### config.mk
export PLATFORM = sky130hd
export DESIGN_NAME = int_alu
export DESIGN_NICKNAME = d
export VERILOG_FILES = /design/src/rtl/alu_pkg.sv /design/src/rtl/alu_opnd_prep.sv /design/src/rtl/alu_la_adder.sv /design/src/rtl/alu_logic_unit.sv /design/src/rtl/int_alu.sv
export SDC_FILE = /design/constraint.sdc
export NUM_CORES = 1
export LEC_CHECK = 0
export ABC_AREA = 1
export ABC_CLOCK_PERIOD_IN_PS = 8100
export BUFFER_PORTS_ARGS = -buffer_cell sky130_fd_sc_hd__buf_2
export CAP_MARGIN = 20
export CORE_MARGIN = 2
export CORE_UTILIZATION = 30
export DETAILED_ROUTE_END_ITERATION = 6
export PLACE_DENSITY = 0.51
export SYNTH_ARGS = -nofsm -noshare
export SYNTH_HDL_FRONTEND = slang
export SYNTH_SLANG_ARGS = --single-unit
### constraint.sdc
create_clock -name clk -period 8.1 [get_ports clk]
set_clock_uncertainty 0.05 [all_clocks]
set_input_delay 0.81 -clock clk [delete_from_list [all_inputs] [get_ports clk]]
set_output_delay 0.81 -clock clk [all_outputs]
set_load 0.01 [all_outputs]
### src/rtl/alu_pkg.sv
`timescale 1ns/1ps
package alu_pkg;

  typedef enum logic [3:0] {
    OP_ADD  = 4'h0,
    OP_ADDU = 4'h1,
    OP_SUB  = 4'h2,
    OP_SUBU = 4'h3,
    OP_AND  = 4'h4,
    OP_OR   = 4'h5,
    OP_XOR  = 4'h6,
    OP_NOR  = 4'h7,
    OP_SLT  = 4'hA,
    OP_SLTU = 4'hB
  } alu_op_e;

  // Operations that feed the adder an inverted second operand.
  function automatic logic op_inverts_b(input logic [3:0] op);
    return (op == OP_SUB) || (op == OP_SUBU) || (op == OP_SLT) || (op == OP_SLTU);
  endfunction

  // Operations whose flags may report signed overflow.
  function automatic logic op_is_signed_arith(input logic [3:0] op);
    return (op == OP_ADD) || (op == OP_SUB);
  endfunction

endpackage

### src/rtl/alu_opnd_prep.sv
`timescale 1ns/1ps
module alu_opnd_prep #(
  parameter int WIDTH = 32
) (
  input  logic [3:0]       op_i,
  input  logic [WIDTH-1:0] b_i,
  output logic [WIDTH-1:0] b_eff_o,
  output logic             cin_o
);
  import alu_pkg::*;

  logic inv;

  assign inv     = op_inverts_b(op_i);
  assign b_eff_o = inv ? ~b_i : b_i;
  assign cin_o   = inv;

endmodule

### src/rtl/alu_la_adder.sv
`timescale 1ns/1ps
// Two-level adder: bit carries inside a group, group generate/propagate
// terms between groups. WIDTH must be a multiple of GROUP.
module alu_la_adder #(
  parameter int WIDTH = 32,
  parameter int GROUP = 8
) (
  input  logic [WIDTH-1:0] x_i,
  input  logic [WIDTH-1:0] y_i,
  input  logic             cin_i,
  output logic [WIDTH-1:0] sum_o,
  output logic             c_msb_o,
  output logic             cout_o
);
  localparam int NGRP = WIDTH / GROUP;

  logic [WIDTH-1:0] bit_c;
  logic [NGRP:0]    grp_c;
  logic [NGRP-1:0]  grp_g;
  logic [NGRP-1:0]  grp_p;

  assign grp_c[0] = cin_i;

  for (genvar gi = 0; gi < NGRP; gi++) begin : g_grp
    logic [GROUP-1:0] gen;
    logic [GROUP-1:0] prp;
    logic [GROUP-1:0] lc;
    logic             gg;

    assign gen = x_i[gi*GROUP +: GROUP] & y_i[gi*GROUP +: GROUP];
    assign prp = x_i[gi*GROUP +: GROUP] ^ y_i[gi*GROUP +: GROUP];

    always_comb begin
      lc[0] = grp_c[gi];
      for (int j = 1; j < GROUP; j++) begin
        lc[j] = gen[j-1] | (prp[j-1] & lc[j-1]);
      end
    end

    always_comb begin
      gg = 1'b0;
      for (int j = 0; j < GROUP; j++) begin
        gg = gen[j] | (prp[j] & gg);
      end
    end

    assign grp_g[gi] = gg;
    assign grp_p[gi] = &prp;
    assign grp_c[gi+1] = grp_g[gi] | (grp_p[gi] & grp_c[gi]);

    assign bit_c[gi*GROUP +: GROUP] = lc;
    assign sum_o[gi*GROUP +: GROUP] = prp ^ lc;
  end

  assign c_msb_o = bit_c[WIDTH-1];
  assign cout_o  = grp_c[NGRP];

endmodule

### src/rtl/alu_logic_unit.sv
`timescale 1ns/1ps
module alu_logic_unit #(
  parameter int WIDTH = 32
) (
  input  logic [1:0]       fn_i,
  input  logic [WIDTH-1:0] a_i,
  input  logic [WIDTH-1:0] b_i,
  output logic [WIDTH-1:0] y_o
);
  always_comb begin
    unique case (fn_i)
      2'd0:    y_o = a_i & b_i;
      2'd1:    y_o = a_i | b_i;
      2'd2:    y_o = a_i ^ b_i;
      default: y_o = ~(a_i | b_i);
    endcase
  end

endmodule

### src/rtl/int_alu.sv
`timescale 1ns/1ps
module int_alu #(
  parameter int WIDTH = 32,
  parameter int GROUP = 8
) (
  input  logic             clk,
  input  logic             rst,
  input  logic [3:0]       op_i,
  input  logic [WIDTH-1:0] a_i,
  input  logic [WIDTH-1:0] b_i,
  output logic [WIDTH-1:0] res_o,
  output logic             cout_o,
  output logic             ovf_o,
  output logic             zero_o
);
  import alu_pkg::*;

  logic [WIDTH-1:0] b_eff;
  logic             cin;
  logic [WIDTH-1:0] sum;
  logic             c_msb;
  logic             c_out;
  logic [WIDTH-1:0] logic_y;
  logic             sgn_ovf;

  logic [WIDTH-1:0] res_d;
  logic             cout_d;
  logic             ovf_d;

  alu_opnd_prep #(.WIDTH(WIDTH)) u_prep (
    .op_i    (op_i),
    .b_i     (b_i),
    .b_eff_o (b_eff),
    .cin_o   (cin)
  );

  alu_la_adder #(.WIDTH(WIDTH), .GROUP(GROUP)) u_add (
    .x_i     (a_i),
    .y_i     (b_eff),
    .cin_i   (cin),
    .sum_o   (sum),
    .c_msb_o (c_msb),
    .cout_o  (c_out)
  );

  alu_logic_unit #(.WIDTH(WIDTH)) u_logic (
    .fn_i (op_i[1:0]),
    .a_i  (a_i),
    .b_i  (b_i),
    .y_o  (logic_y)
  );

  assign sgn_ovf = c_msb ^ c_out;

  always_comb begin
    res_d  = '0;
    cout_d = 1'b0;
    ovf_d  = 1'b0;
    case (op_i)
      OP_ADD, OP_ADDU, OP_SUB, OP_SUBU: begin
        res_d  = sum;
        cout_d = c_out;
        ovf_d  = op_is_signed_arith(op_i) & sgn_ovf;
      end
      OP_AND, OP_OR, OP_XOR, OP_NOR: begin
        res_d = logic_y;
      end
      OP_SLT: begin
        res_d[0] = sum[WIDTH-1] ^ sgn_ovf;
      end
      OP_SLTU: begin
        res_d[0] = ~c_out;
      end
      default: begin
        res_d = '0;
      end
    endcase
  end

  always_ff @(posedge clk) begin
    if (rst) begin
      res_o  <= '0;
      cout_o <= 1'b0;
      ovf_o  <= 1'b0;
      zero_o <= 1'b1;
    end else begin
      res_o  <= res_d;
      cout_o <= cout_d;
      ovf_o  <= ovf_d;
      zero_o <= ~|res_d;
    end
  end

endmodule

# Word level (Yosys, flattened, before mapping)
# Cells that the tools add are included.
# W data, S select, Z words.
totals:
  memories: 0
  mem_bits_ro: 0
  latchBits: 0
  register_bits: 35
  input_bits: 70
  out_inout_bits: 35
  ramBits: 0
op_classes:
  bitwise_logic: 142
  n_lt_le_gt_ge: 0
  div_mod_pow: 0
  add_sub_neg: 0
  n_reduce_logical: 15
  n_shift: 0
  eq_ne: 11
  muxes: 4
  mul: 0
ops:
  columns: ["cell", "n"]
  rows:
  - ["$pmux W32 S3", 1]
  - ["$not A32 Y32", 2]
  - ["$xor A8 B8 Y8", 8]
  - ["$pmux W31 S2", 1]
  - ["$and A1 B1 Y1", 61]
  - ["$or A1 B1 Y1", 60]
  - ["$and A32 B32 Y32", 1]
  - ["$and A8 B8 Y8", 4]
  - ["$mux W32", 1]
  - ["$or A32 B32 Y32", 1]
  - ["$reduce_and A8 Y1", 4]
  - ["$reduce_or A32 Y1", 1]
  - ["$xor A32 B32 Y32", 1]
  - ["$eq A4 B3 Y1 const B", 4]
  - ["$eq A4 B2 Y1 const B", 2]
  - ["$eq A4 B4 Y1 const B", 2]
  - ["$reduce_or A4 Y1", 2]
  - ["$eq A4 B1 Y1 const B", 1]
  - ["$logic_not A4 Y1", 1]
  - ["$logic_or A1 B1 Y1", 4]
  - ["$pmux W1 S4", 1]
  - ["$eq A2 B1 Y1 const B", 1]
  - ["$eq A2 B2 Y1 const B", 1]
  - ["$logic_not A2 Y1", 1]
  - ["4 further kinds", 6]

# Logic depth before layout (Yosys ltp)
# Gate-level depths: netlist of the first run.
depth:
  word_depth: 44
  ltp_mapped: 33

# Cells and area by module
# A second synthesis of the first run with hierarchy kept.
unflattened:
  hier_cells: 865
  area_unflattened_um2: 5788.1
modules_own_cells:
  columns: ["mod", "cells_per_inst", "instances", "area_per_inst_um2"]
  rows:
  - ["alu_logic_unit", 343, 1, 2127.0]
  - ["int_alu", 229, 1, 1529.0]
  - ["alu_la_adder", 152, 1, 1388.8]
  - ["alu_opnd_prep", 141, 1, 743.2]

# Worst setup path after synthesis of the first run
# OpenSTA, ideal clock, no wires.
synth_path:
  kind: "input port to flip-flop"
  from: "in op_i[1]"
  to: "reg zero_o"
  arrival_ps: 6448
  setup_time_ps: 70
  t_required_ps: 7980
  path_buffers: 1
  cell_stages: 33
  slack_ps: 1532
  path_cell_list: "inv_2 > nor2_8 > buf_1 > xor2_1 > ha_1 > nand2_1 > nor2_1 > nor2_1 > nand2_1 > nand2_1 > nand2_1 > nand2_1 > nand2_1 > nand2_1 > nand2_1 > nand2_1 > nand2_2 > nand2_1 > nand2_2 > fa_1 > fa_1 > fa_1 > fa_1 > fa_1 > fa_1 > fa_1 > inv_1 > a21oi_1 > a22oi_1 > nand4_1 > nor3_1 > nand4_1 > o21bai_1"
synth_via:
  elab_chain_len: 44
  elab_cells_between_ends: 163
synth_rtl:
  columns: ["item", "line", "source"]
  rows:
  - ["start: declaration", "int_alu.sv:8", "input logic [3:0] op_i,"]
  - ["$eq A4 B2 Y1", "alu_pkg.sv:19, int_alu.sv:59", null]
  - ["$logic_or A1 B1 Y1 (3 in series)", "alu_pkg.sv:19", "return (op == OP_SUB) || (op == OP_SUBU) || (op == OP_SLT) || (op == OP_SLTU);"]
  - ["$mux W32", "alu_opnd_prep.sv:15", "assign b_eff_o = inv ? ~b_i : b_i;"]
  - ["$xor A8 B8 Y8 or $and A8 B8 Y8 (tied branches)", "alu_la_adder.sv:31, alu_la_adder.sv:30", null]
  - ["$and A1 B1 Y1", "alu_la_adder.sv:43", "gg = gen[j] | (prp[j] & gg);"]
  - ["$or A1 B1 Y1", "alu_la_adder.sv:43", null]
  - ["$and A1 B1 Y1", "alu_la_adder.sv:43", null]
  - ["$or A1 B1 Y1", "alu_la_adder.sv:43", null]
  - ["(+26 left out)", null, null]
  - ["$or A1 B1 Y1", "alu_la_adder.sv:36", "lc[j] = gen[j-1] | (prp[j-1] & lc[j-1]);"]
  - ["$and A1 B1 Y1", "alu_la_adder.sv:36", null]
  - ["$or A1 B1 Y1", "alu_la_adder.sv:36", null]
  - ["$xor A8 B8 Y8 or $xor A1 B1 Y1 (tied branches)", "alu_la_adder.sv:52, int_alu.sv:53", null]
  - ["$xor A1 B1 Y1", "int_alu.sv:69", "res_d[0] = sum[WIDTH-1] ^ sgn_ovf;"]
  - ["$pmux W1 S4", "int_alu.sv:59", "case (op_i)"]
  - ["$reduce_or A32 Y1 *", "int_alu.sv:90", "zero_o <= ~|res_d;"]
  - ["$logic_not A1 Y1 *", "int_alu.sv:90", null]
  - ["end signal: assignment", "int_alu.sv:90", null]
  - ["end: declaration", "int_alu.sv:14", "output logic zero_o"]
# Every way passes the cells marked *; elsewhere a longest branch is shown, timed or not.
# A chain may end at the register's enable or synchronous reset.

# Worst setup path after layout of the first run
# Same ends and word-level chain as after synthesis.

==> results of run 1 <==
-- registers in the layout (all words and copies together), names as in the netlist --
signal  cells
res_o      32
cout_o      1
ovf_o       1
zero_o      1
-- Yosys cell counts (2+ instances only) --
master / number / share of area [%]
nand2_1: 146 / 12
ha_1: 96 / 25
inv_1: 93 / 7.4
nor2_1: 41 / 3.2
dfxtp_1: 35 / 15
xor2_1: 33 / 6.1
o2111ai_1: 31 / 5.7
fa_1: 27 / 11
a21oi_1: 22 / 2.3
a22oi_1: 22 / 3.5
clkbuf_1: 17 / 1.3
nand4_1: 11 / 1.5
nand3_1: 8 / 0.84
nor3_1: 6 / 0.63
o21ai_0: 5 / 0.53
buf_1: 4 / 0.32
buf_2: 4 / 0.42
nand2_2: 4 / 0.53
a22o_1: 2 / 0.37
xnor2_1: 2 / 0.37
-- kinds of logic (layout without fill, tap and decap cells) --
family / count (synthesis) / after routing / share of synthesized area, %
and+or+nand+nor: 221 / 221 / 19.3
adders and majority gates: 123 / 123 / 36.7
buffers and inverters: 119 / 209 / 9.53
AOI/OAI and AO/OA: 87 / 87 / 13.2
xor gates and xnor gates: 35 / 35 / 6.47
DFF: 35 / 35 / 14.8
-- power breakdown --
part	switching [µW]	internal, µW	total [µW]	leakage (µW)
sequential	3.25	186	189	0.000287
combinational	195	127	322	0.00261
clock	77.5	114	191	0.0000669
-- cell usage in the layout (no fill, tap or decap), types with 6 or more instances in the layout --
cell type  instances
buf_2            104
nand3_1            8
nor3_1             6
nand4_1           11
a21oi_1           22
xor2_1            33
dfxtp_1           35
nor2_1            37
ha_1              96
nand2_1          146
inv_1             93
a22oi_1           22
fa_1              27
o2111ai_1         31
-- worst min-delay path, stage by stage --
cell,delay (ns)
buf_2,0.19
inv_1,0.08
nand3_1,0.09
a21oi_1,0.06
-- metal layers --
| layer | GRT usage [%] | vias to the layer above |
|---|---|---|
| li1 | - | 2209 |
| met1 | 21.4 | 2116 |
| met2 | 29.7 | 118 |
| met3 | 2.50 | 21 |
| met4 | 6.14 | 0 |
| met5 | 0 | - |
-- worst paths after layout --
| path | startpoint | cells past startpoint | slack (ns) | endpoint |
|---|---|---|---|---|
| min | op_i[0] | 4 | 0.94 | ovf_o |
| max | op_i[1] | 33 | 1.01 | zero_o |
-- area by class of cell --
cell class                 count  area, µm²  share of cell area (%)
timing repair buffer         107        563                    9.99
clock inverter                 2       12.5                   0.222
inverter                      94        353                    6.26
sequential                    35        701                    12.4
multi-input combinational    466       3610                    64.1
clock buffer                   6        129                    2.29
tap                          211        264                    4.69
-- per-stage QoR --
stage	utilization, %	cells
global placement	35.7	912
floorplan	-	620
finish	36.8	921
detailed placement	35.9	913
CTS	36.8	921
global route	36.8	921
==> impl_results.md, run 1 <==
- GP Congestion: 0.856
- Min Tclk post-route: 7.09 ns
- Mean Syn Cell Area: approximately 7.6 µm²
- Area of the mapped netlist: between 4000 and 5000 µm²
- # diodes: 0
- CP arrival: 7.26 ns
- Initial antenna violation count: 0
- DRT iter0 DRCs: 188
- Die height: 130 µm
- Core area: 15,300 µm²
- First drt pass iteration count: 4
- TritonCTS Buffers: 5
- Std cell rows: 45
- Fmax: around 140 MHz
- Post-DP HPWL: roughly 11 mm
- CP Capture Type: flop
- CP Launch Type: input port
- Delay-heaviest family, CP: adder cells
- Placed inst area: between 5000 and 6000 µm²
- Wire length on met3: about 650 µm
- Vias in the first global route: ~4,500
- Post-CTS Setup Inserts: 0
- Period utilization: between 80% and 90%
- # Max-Cap Violations: 0
- Syn. warnings: 0
- Post-place setup slack: 0.766 ns
- Synthesized instance count: 620
- Clock slew at reported path FFs: 0.06 ns
- CTS tree: built
- Clk sinks: 35
- Run status: complete, no violations
- Critical Setup Path Class: input port to flop
- Ys flop type: dfxtp_1
- GRT overflow: 0
- Critical path peak fanout: 34
- First-pass GRT wire length: about 23 mm
- FFs w/ async S/R, synth: 0%
- Htree depth: 2
- Vias per cell: just under 5
- Syn Nets: 813
- GRT Util Overall: between 10% and 20%
- Worst hold path type: input port to flop
- CTS max path bufs: 2
- Post-synth cell types: 31
- Final Net Count: roughly 900
- Power Dens Cells: around 120 nW/µm²
- Synth-to-Final Area Change: 18.9%
- CTS root buf: clkbuf_16
- Routed WL: 14.2 mm
- Wire per inst: 15.4 µm
- Number of synthesized flops with an enable pin: 0
- Leakage: 0.00296 µW
- Die Area: between 15,000 and 20,000 µm²
- Starting density of the core: a little under a third
- Max-Slew Margin vs Limit: 34.3%
- Largest net degree at the start of global routing: 35
- Max stage delay on crit path: between 0.5 and 0.6 ns
- Worst path slowest cell: nor2_8
- Fin worst setup slack: between 1 and 1.5 ns
- Top routing layer in use: met4
- Worst path most repeated cell: nand2_1
- Register area share after synthesis: 14.8%
- RSZ-0062 raised after global routing: no
- I/O Buffers: around 100
- DRC viols: 0
- Worst vdd ir: between 0.06 and 0.07 mV
- Worst slew pin tran: 0.983 ns
- Power Total: 702 µW
- Die X: 130 µm
- Slew Viols, Final: 0
- DRT antenna net count: 0
- Hold_ws: about 0.94 ns
- CP required: roughly 8.3 ns
- Final setup violation count: 0
- Fillers: about 1,600
- Flops & latches, synth: 35
- DR WL met2: around 7 mm
- Buf+Inv Stages, Crit Path: 3
- Final Hold Viols: 0
- I/O pins: between 100 and 150
- DR vias: roughly 4,500
- Layout cells sized above 1: between 15 and 20%
- Cts hold-fix bufs: 0
- Design area: between 5000 and 6000 µm²
- Post_cts resized: 0
- Met1 WL: approximately 6.4 mm
- Setup TNS: 0 ns
Power figures use the tool's default switching activity.
==> inputs of run 2 (changes only) <==
Settings changed: PLACE_DENSITY 0.51 to 0.6.
==> impl_results.md, run 2 (synthesized netlist as in run 1, its figures left out) <==
- Fin util: 36.8% (about the same)
- Final Hold Viols: 0 (unchanged)
- Htree depth: 2 (unchanged)
- Vias per cell: 4.65 (-4.1%)
- GRT overflow: 0 (unchanged)
- First-pass GRT wire length: 21.9 mm (-2.9%)
- TritonCTS Buffers: 5 (unchanged)
- # diodes: 0 (unchanged)
- Clock slew at reported path FFs: 0.06 ns (about the same)
- Design area: 5640 µm² (about the same)
- Clk sinks: 35 (unchanged)
- Critical Setup Path Class: input port to flop
- Run status: complete, no violations
- Core area: 15,300 µm² (unchanged)
- Slew Viols, Final: 0 (unchanged)
- Synth-to-Final Area Change: 19.0% (about the same)
- Fmax: 145 MHz (+3.1%)
- CTS max path bufs: 2 (unchanged)
- I/O Buffers: 104 (unchanged)
- Post-CTS Setup Inserts: 0 (unchanged)
- Initial antenna violation count: 0 (unchanged)
- Setup TNS: 0 ns (unchanged)
- Max-Slew Margin vs Limit: 41.3% (+7.0 points)
- Worst path slowest cell: nor2_8
- Post-place setup slack: 0.881 ns (+0.116 ns)
- Leakage: 0.00297 µW (+0.19%)
- DRT antenna net count: 0 (unchanged)
- Final Net Count: 901 (-0.11%)
- GRT Util Overall: 16.7% (-0.36 points)
- Die X: 130 µm (unchanged)
- Max stage delay on crit path: 0.58 ns (about the same)
- CTS root buf: clkbuf_16
- Commonest non-fill, non-tap cell in the layout: nand2_1
- Die height: 130 µm (unchanged)
- Post-DP HPWL: 10.2 mm (-7.1%)
- Routed WL: 13.3 mm (-6.2%)
- Largest register FFs: 32 (unchanged)
- Biggest register: res_o
- Vias in the first global route: 4,308 (-4.6%)
- Most frequent cells in the layout: nand2_1, buf_2, ha_1
- Period utilization: 84.9% (-2.6 points)
- Cts hold-fix bufs: 0 (unchanged)
- DRC viols: 0 (unchanged)
- First drt pass iteration count: 4 (unchanged)
- CTS tree: built
- Post_cts resized: 0 (unchanged)
- Largest net degree at the start of global routing: 35 (unchanged)
- CP Capture Type: flop
- GP Congestion: 0.853 (-0.35%)
- Worst slew pin tran: 0.878 ns (-0.105 ns)
- Min Tclk post-route: 6.88 ns (-0.211 ns)
- Layout cells sized above 1: 17.9% (+0.025 points)
- Worst hold path type: input port to flop
- # Max-Cap Violations: 0 (unchanged)
- Fin worst setup slack: 1.22 ns (+0.211 ns)
- Hold_ws: 0.964 ns (+0.0272 ns)
- Final setup violation count: 0 (unchanged)
- I/O pins: 105 (unchanged)
- DRT iter0 DRCs: 227 (+21%)
- Wire per inst: 14.5 µm (-6.1%)
- Starting density of the core: 30.9% (unchanged)
- DR vias: 4,276 (-4.2%)
- Power Dens Cells: 130 nW/µm² (+4.3%)
- CP Launch Type: input port
- Std cell rows: 45 (unchanged)
- Critical path peak fanout: 34 (unchanged)
- Die Area: 16,800 µm² (unchanged)
- RSZ-0062 raised after global routing: no
- Worst vdd ir: 0.0747 mV (+11%)
- CP arrival: 7.05 ns (-0.21 ns)
- Fillers: 1,648 (+1.5%)
- Placed inst area: 5470 µm² (-0.41%)
- CP required: 8.27 ns (about the same)
- Worst path most repeated cell: nand2_1
-- run 2: changes by cell type in the layout (fill, tap and decap cells not counted), sizes merged --
cell | before | now
buf | 107 | 106
bufinv | 0 | 1
clkbuf | 6 | 5
clkinv | 1 | 2
clkinvlp | 1 | 0
-- run 2: power breakdown --
part           internal (µW)  switching, µW
logic                    125            189
registers                186           3.03
clock network            145           86.0
-- run 2: final timing paths --
check / from / to / cells past startpoint
worst min-delay path: op_i[0] / ovf_o / 4
worst max-delay path: op_i[1] / zero_o / 33
-- run 2: final cells by class --
class,instances,area [µm²],area share (%)
Multi-Input combinational cell,466,3620,64.1
Sequential cell,35,701,12.4
Timing Repair Buffer,106,536,9.50
Inverter,94,353,6.26
Tap cell,211,264,4.68
Clock buffer,5,125,2.22
Clock inverter,3,43.8,0.777
-- run 2: metrics by stage --
stage	total power [µW]	instances
3_3_place_gp	506	912
2_1_floorplan	400	620
5_1_grt	796	920
4_1_cts	744	920
3_5_place_dp	507	912
6_report	733	920
-- run 2: worst max-delay path, delay by kind of cell --
kind            cells  cell delay [ns]
xor+xnor            1             0.27
fa+ha+maj           8             3.30
compound gates      3             0.47
simple gates       18             1.87
buf+inv             3             0.32
-- run 2: layer usage --
layer  up-vias  global-route usage [%]  wire length, µm
met5         -                       0                0
met4         0                    4.36              185
met3        15                    3.32              820
met2       110                    27.9             6100
met1      1933                    22.0             6200
li1       2218                       -                -
